$ cat config.mk
export PLATFORM = sky130hd
export DESIGN_NAME = serial_frame_rx
export DESIGN_NICKNAME = d
export VERILOG_FILES = /design/src/rtl/serial_frame_rx.sv
export SDC_FILE = /design/constraint.sdc
export NUM_CORES = 1
export LEC_CHECK = 0
export BUFFER_PORTS_ARGS = -buffer_cell sky130_fd_sc_hd__buf_2
export CORE_MARGIN = 2
export CORE_UTILIZATION = 56
export CTS_CLUSTER_SIZE = 30
export DETAILED_ROUTE_END_ITERATION = 10
export PLACE_DENSITY = 0.77
export SYNTH_ARGS = -nofsm -noshare
export SYNTH_HDL_FRONTEND = slang
export SYNTH_SLANG_ARGS = --single-unit
$ cat constraint.sdc
create_clock -name clk -period 2.4 [get_ports clk]
set_input_delay 0.48 -clock clk [delete_from_list [all_inputs] [get_ports clk]]
set_output_delay 0.48 -clock clk [all_outputs]
set_load 0.005 [all_outputs]
$ cat src/rtl/serial_frame_rx.sv
module serial_frame_rx #(
  parameter int WORD_W = 16
) (
  input  logic              clk,
  input  logic              rst_n,
  input  logic              frm_n,
  input  logic              sclk,
  input  logic              sdi,
  output logic              sdo,
  output logic [WORD_W-1:0] word_q,
  output logic              upd_p
);
  localparam int CNT_W = $clog2(WORD_W + 2);
  localparam logic [CNT_W-1:0] FULL = CNT_W'(WORD_W);
  localparam logic [CNT_W-1:0] OVER = CNT_W'(WORD_W + 1);

  logic [2:0]        frm_p, sclk_p;
  logic [1:0]        sdi_p;
  logic [WORD_W-1:0] shreg;
  logic [CNT_W-1:0]  cnt;

  wire frm_fall  = frm_p[2] & ~frm_p[1];
  wire frm_rise  = ~frm_p[2] & frm_p[1];
  wire shift_en  = sclk_p[2] & ~sclk_p[1] & ~frm_p[1];

  always_ff @(posedge clk or negedge rst_n) begin
    if (!rst_n) begin
      frm_p  <= '1;
      sclk_p <= '1;
      sdi_p  <= '0;
    end else begin
      frm_p  <= {frm_p[1:0], frm_n};
      sclk_p <= {sclk_p[1:0], sclk};
      sdi_p  <= {sdi_p[0], sdi};
    end
  end

  always_ff @(posedge clk or negedge rst_n) begin
    if (!rst_n) begin
      shreg  <= '0;
      cnt    <= '0;
      sdo    <= 1'b0;
      word_q <= '0;
      upd_p  <= 1'b0;
    end else begin
      upd_p <= 1'b0;
      if (frm_fall) begin
        cnt <= '0;
        sdo <= 1'b0;
      end else if (shift_en) begin
        shreg <= {shreg[WORD_W-2:0], sdi_p[1]};
        if (cnt >= FULL) sdo <= shreg[WORD_W-1];
        if (cnt != OVER) cnt <= cnt + 1'b1;
      end else if (frm_rise) begin
        sdo <= 1'b0;
        if (cnt >= FULL) begin
          word_q <= shreg;
          upd_p  <= 1'b1;
        end
      end
    end
  end
endmodule


## Word-level counts from Yosys, hierarchy flattened

Index checks and enable logic that the tools add are counted.

- Bits of input ports: 5
- Bits in registers: 47
- Word-level logic and storage cells: 39

- Multiplexer cells: 11
- Equality and inequality tests: 2
- Bitwise gates (word level): 9
- Magnitude comparators: 1
- Reductions and logical operators: 7
- Add/subtract/negate cells: 1

Operators with widths:

| kind | count |
|---|---|
| two-way mux 5 bit | 3 |
| two-way mux 1 bit | 8 |
| AND reduction 2 bit | 3 |
| adder 5 x 1 -> 5 bit (second input constant) | 1 |
| greater-or-equal comparator 5 bit (second input constant) | 1 |
| inequality test 5 bit (second input constant) | 1 |
| NOT 1 bit | 5 |
| bitwise AND 1 bit | 4 |
| AND reduction 4 bit | 1 |
| nonzero test 2 bit | 2 |
| inequality test 3 x 2 -> 1 bit (second input constant) | 1 |
| nonzero test 3 bit | 1 |

## Logic depth before layout (Yosys ltp)

Gate-level depths: netlist of run 1.

- Depth after elaboration: 5
- Gate-level depth with buffers: 8
- Depth with buffers taken out: 5

## Worst setup path before layout of run 1

No wires, ideal clock.

- Kind: register -> register
- Start point: register frm_p[1]
- End point: register word_q[0]
- Cell stages (with the launch flop): 9
- Setup slack: 0.515 ns
- Library setup time: 0.125 ns
- Period minus slack after synthesis: 1.885 ns
- Arrival time: 1.760 ns
- Path buffers: 3
- Cell sequence: dfstp_2 -> inv_1 -> ha_1 -> buf_2 -> nor2b_1 -> and3_4 -> buf_6 -> buf_12 -> mux2_4

- Longest elaborated chain between the ends: 4
- Elaborated cells between the ends (all ways): 7

Ends and longest elaborated chain:

| what | RTL line | text |
|---|---|---|
| from (decl) | 17 | `logic [2:0] frm_p, sclk_p;` |
| from (signal assigned) | 32 | `frm_p <= {frm_p[1:0], frm_n};` |
| NOT 1 bit | 22, 24 |  |
| bitwise AND 1 bit, on equally long branches | 24, 22 |  |
| NOT 1 bit (no line) | - |  |
| AND reduction 4 bit (no line) (*) | - |  |
| to (signal assigned) | 57 | `word_q <= shreg;` |
| to (decl) | 10 | `output logic [WORD_W-1:0] word_q,` |

Mark *: on every way between the ends. The rest lies on a longest branch, timed or not.
A chain may end at the register's enable or synchronous reset.

## Worst setup path after layout of run 1

- Start point: register frm_p[1]
- End point: register word_q[8]

The elaborated chain is that of the path after synthesis.

==> metrics, run 1 <==
P_leak=1.050 nW; initial antenna violation count=0; CTS Buf Count=5; largest net degree at the start of global routing=48; via density per instance=5.275; setup TNS=0 ns; CP arrival=2.22 ns; CP max FO=17; Post-Syn Instances=120; post-layout minimum cycle time=1.971 ns; worst-margin pin slew=0.5587 ns; Post-Layout Cell Count=193; critical path class=register to register; Worst-Skew Late Latency=0.35 ns; number of global-route vias before repair=1019; Post-Syn Nets=130; GRT Overall Usage=16.06%; post-synthesis sequential area ratio=62.52%; Final #Nets=156; Yosys warnings=0; synthesized area per cell=15.78 um^2; Final Wtd Congestion=0.7555; CORE AREA=3284 um^2; met3 WL post-DR=111 um; max-slew violation count=0; Post-synth top cells=dfrtp_1 (41), mux2_2 (24), mux2_4 (9), dfstp_2 (6); R2R Path End=word_q[8]; Ports=23; CP endpoint kind=register; TritonCTS clock tree=done; Pwr per Cell Area=689.0 nW/um^2; DR WL/cell=13.85 um; hold_ws=0.1811 ns; async set-reset flop share out of synthesis=100.0%; Chip Height=62.14 um; Clock Pin Slew Worst Setup and Hold Paths=0.13 ns; synthesized cell area=1893 um^2; first-pass GRT wire length=4767 um; Clock Tree Buf Depth=2; DRT met1 WL=1270 um; die area=3861 um^2; residual DRC count=0; Main synth FF type=dfrtp_1; met2 routed WL=1239 um; Post-synth EDFFs=0; Clock Skew=0.01247 ns; path depth of the worst reg2reg path=5; layout cells sized above 1=48.98%; First DRT Iteration DRCs=36; # diodes=0; Synth top area share=54.20%; Slew headroom=62.75%; Port-buffer cells=22; die width=62.14 um; Peak VDD IR=0.3400 mV; routed via count=1018; Final setup viols=0; synth top area cells=dfrtp_1 (54%), mux2_2 (14%), dfstp_2 (8.3%), mux2_4 (7.1%), ha_1 (3.3%); CP endpoint=word_q[8]; postcts setup bufs=0; count leader, synth=dfrtp_1; Pre-antenna DRT Iters=4; Hold Buf Count CTS=0; detailed-placement wirelength estimate=1822 um; status=finished, final reports clean; antenna viol nets, final=0; CP required=2.65 ns; drt total wl=2674 um; Yosys top cell by area=dfrtp_1; Root Buffer=clkbuf_4; Final Cycle Share=82.11%; Fin. Hold Viols=0; total gr overflow=0; Achievable Freq=0.5075 GHz; Initial Util=57.64%; area growth from synthesis to layout=10.51%; clock sinks=47; worst min path class=input pin to async pin; CTS resizes=0; R2R Path Start=frm_p[1]; Placed Instances=185; r2r setup slk=0.43 ns; critical path startpoint=frm_p[1]; filler instances=247; CP startpoint kind=register; max-cap viol count=0; site row count=21; max layer used=met4; Max H-tree Level=2; flops & latches, synth=47; unrepaired setup endpoints after global routing=no; post-synth cell types=25
worst max-delay path, stage by stage, from the launching register on:
cell and delay (ns):
dfstp_2 0.58, inv_1 0.05, ha_1 0.29, nor2b_1 0.18
and3_4 0.39, mux2_2 0.38
cell type report:
type,count,area [um^2],share of cell area [%]
clock inverters,1,30.03,1.435
multi-input cells,63,631.9,30.20
repair buffers,24,125.1,5.981
well taps,46,57.56,2.751
inverters,5,18.77,0.8971
flip-flops and latches,47,1184,56.58
clock buffers,7,45.04,2.153
metal layers:
layer	vias to the layer above	GRT usage, %
met5	-	0
met3	9	3.804
met2	23	24.32
met4	0	8.333
li1	477	-
met1	509	21.86
sequential cells by signal (all words and copies together) (netlist names):
name	flops
sdo	1
cnt	5
shreg	16
frm_p	3
sclk_p	3
upd_p	1
sdi_p	2
word_q	16
where the power goes:
| part | internal, W | total [W] | switching [W] |
|---|---|---|---|
| sequential | 0.000855 | 0.000897 | 0.0000420 |
| combinational | 0.0000526 | 0.0000940 | 0.0000414 |
| clock | 0.000221 | 0.000451 | 0.000230 |
| total | 0.00113 | 0.00144 | 0.000313 |
how the worst min path moves through the flow:
stage	depth (start not counted)	endpoint	slack [ns]
floorplan	0	cnt[0]	0.18
global placement	0	sdi_p[1]	0.33
detailed placement	0	sdi_p[1]	0.34
CTS	2	word_q[0]	0.20
global route	1	sclk_p[0]	0.18
finish	2	word_q[0]	0.18
through the flow:
stage | instance area (um^2) | total power (W) | setup slack [ns] | util (%)
floorplan | 1893 | 0.0009678 | 0.5147 | -
global placement | 2017 | 0.001000 | 0.5002 | 61.41
detailed placement | 2017 | 0.001010 | 0.4282 | 61.41
CTS | 2092 | 0.001459 | 0.4140 | 63.70
global route | 2092 | 0.001522 | 0.3166 | 63.70
finish | 2092 | 0.001441 | 0.4294 | 63.70
cells by family (layout without fill, tap and decap cells):
kind of cell	Yosys count	after routing	share of synthesized area (%)
multiplexers	34	34	21.94
AND/OR/NAND/NOR	15	15	5.619
AO/OA/AOI/OAI	9	9	2.512
buffers and inverters	10	37	4.098
adder cells (fa/ha/maj)	5	5	3.305
flip-flops	47	47	62.52
placed cells by master, fill, tap and decap left out, drive strengths merged, types with 2 or more instances in the layout:
cell / count
a21oi: 4
mux2: 33
nor2: 2
inv: 5
nand3: 4
ha: 5
clkbuf: 7
dfrtp: 41
dfstp: 6
buf: 24
o21ai: 4
(Power assumes the default switching activity.)
==> run 2, diff against run 1 <==
--- a/config.mk
+++ b/config.mk
@@ -7,10 +7,10 @@
 export LEC_CHECK = 0
 export BUFFER_PORTS_ARGS = -buffer_cell sky130_fd_sc_hd__buf_2
 export CORE_MARGIN = 2
-export CORE_UTILIZATION = 56
+export CORE_UTILIZATION = 51
 export CTS_CLUSTER_SIZE = 30
 export DETAILED_ROUTE_END_ITERATION = 10
-export PLACE_DENSITY = 0.77
+export PLACE_DENSITY = 0.74
 export SYNTH_ARGS = -nofsm -noshare
 export SYNTH_HDL_FRONTEND = slang
 export SYNTH_SLANG_ARGS = --single-unit
==> constraint.sdc (replaced) <==
create_clock -name clk -period 1.7 [get_ports clk]
set_input_delay 0.34 -clock clk [delete_from_list [all_inputs] [get_ports clk]]
set_output_delay 0.34 -clock clk [all_outputs]
set_load 0.005 [all_outputs]
==> run 2 against run 1 <==
Effect of this change: the flow now finishes with violations (setup timing); largest power group unchanged; worst setup slack got worse by 0.47 ns; combinational power increased by 120%; critical path depth fell by 1; register-to-register slack lost 0.47 ns.
==> metrics, run 2 (same netlist as run 1, synthesis figures left out) <==
CP max FO=8; # diodes=0; Final #Nets=163; GRT Overall Usage=18.20%; CORE AREA=3606 um^2; Peak VDD IR=0.6928 mV; area growth from synthesis to layout=22.74%; Fin. Hold Viols=0; TritonCTS clock tree=done; commonest non-fill, non-tap cell in the layout=dfrtp_1; violated checks=setup timing; CP endpoint kind=register; antenna viol nets, final=0; post-layout minimum cycle time=1.737 ns; Slew headroom=66.70%; Port-buffer cells=22; max-cap viol count=0; Chip Height=64.93 um; DR WL/cell=16.27 um; critical path class=register to register; Final setup viols=13; most frequent cells in the layout=dfrtp_1 (41), mux2_4 (26), buf_2 (22), mux2_2 (7), dfstp_2 (6); largest registers=shreg x16, word_q x16, cnt x5; Reg area=1184 um^2; number of global-route vias before repair=1092; max-slew violation count=0; status=finished, violations left; site row count=22; met2 routed WL=1618 um; DRT met1 WL=1426 um; PnR worst setup slack=-0.03682 ns; CP arrival=1.91 ns; Achievable Freq=0.5758 GHz; CP startpoint kind=register; largest net degree at the start of global routing=27; Clock Skew=0.01248 ns; Clock Tree Buf Depth=2; Root Buffer=clkbuf_8; clock sinks=47; detailed-placement wirelength estimate=2029 um; unrepaired setup endpoints after global routing=yes; die area=4215 um^2; first-pass GRT wire length=5499 um; First DRT Iteration DRCs=50; layout cells sized above 1=54.55%; drt total wl=3286 um; Ports=23; CP required=1.88 ns; worst min path class=input pin to async pin; initial antenna violation count=0; Multi-input gate area=738.2 um^2; total power=0.002269 W; Worst-Skew Late Latency=0.30 ns; Pwr per Cell Area=976.5 nW/um^2; die width=64.93 um; Final Wtd Congestion=0.7466; max layer used=met4; Pre-antenna DRT Iters=4; Final Cycle Share=102.2%; Initial Util=52.50%; met3 WL post-DR=175 um; post-place setup slack=-0.09957 ns; P_leak=1.139 nW; routed via count=1068; worst-margin pin slew=0.4995 ns; residual DRC count=0; Max H-tree Level=2; setup TNS=-0.2664 ns; Clock Pin Slew Worst Setup and Hold Paths=0.08 ns; CTS Buf Count=5; via density per instance=5.287; total gr overflow=0; filler instances=271
-- run 2: cell types whose count changed in the layout (fill, tap and decap cells not counted), sizes merged --
cell	change
and3	+1
clkbuf	+1
buf	+5
-- run 2: cell type report --
| cell class | count | area share, % |
|---|---|---|
| sequential | 47 | 50.94 |
| multi-input combinational | 64 | 31.77 |
| timing repair buffer | 30 | 9.316 |
| clock buffer | 7 | 3.285 |
| tap | 48 | 2.585 |
| clock inverter | 1 | 1.292 |
| inverter | 5 | 0.8078 |
-- run 2: worst max-delay path, cell delays in order, from the launching register on --
cell,delay (ns)
dfstp_2,0.53
or3b_4,0.43
buf_6,0.14
and3_4,0.22
mux2_4,0.30
-- run 2: what timing repair did --
item                                    in CTS  in global routing
endpoints found under the setup margin      34                 33
pin swaps                                    2                  0
resized for setup                           12                  3
gates cloned                                 2                  0
setup buffers                                1                  1
hold buffers                                 0                  0
-- run 2: path summary, 6_finish.rpt --
kind / start / end / slack [ns] / depth (start not counted)
worst max-delay path: sclk_p[2] / word_q[1] / -0.04 / 4
worst min-delay path: rst_n / word_q[15] / 0.01 / 1
worst max register to register: sclk_p[2] / word_q[1] / -0.04 / 4
worst min register to register: sdi_p[0] / sdi_p[1] / 0.35 / 0
max in group asynchronous: rst_n / shreg[15] / 1.20 / 2
min in group clk: sclk / sclk_p[0] / 0.14 / 1
-- run 2: per-stage QoR --
stage / instances / util, % / hold slack, ns / cell area, um^2
final: 202 / 64.43 / 0.01158 / 2323
after global routing: 202 / 64.43 / 0.02165 / 2323
after CTS: 201 / 64.09 / 0.01621 / 2311
after detailed placement: 190 / 58.85 / 0.3386 / 2122
after global placement: 190 / 58.85 / 0.3311 / 2122
after floorplan: 120 / - / 0.04441 / 1958
-- run 2: metal layers --
| layer | GRT usage [%] | vias up |
|---|---|---|
| met1 | 23.42 | 536 |
| met5 | 0 | - |
| met4 | 6.649 | 0 |
| met2 | 27.84 | 32 |
| met3 | 7.292 | 11 |
| li1 | - | 489 |
-- run 2: report_power, final --
group,switching (W),internal (W),leakage (nW)
Clock,0.000345,0.000440,0.0524
Combinational,0.0000754,0.000134,0.465
Sequential,0.0000672,0.00121,0.621
Total,0.000488,0.00178,1.14
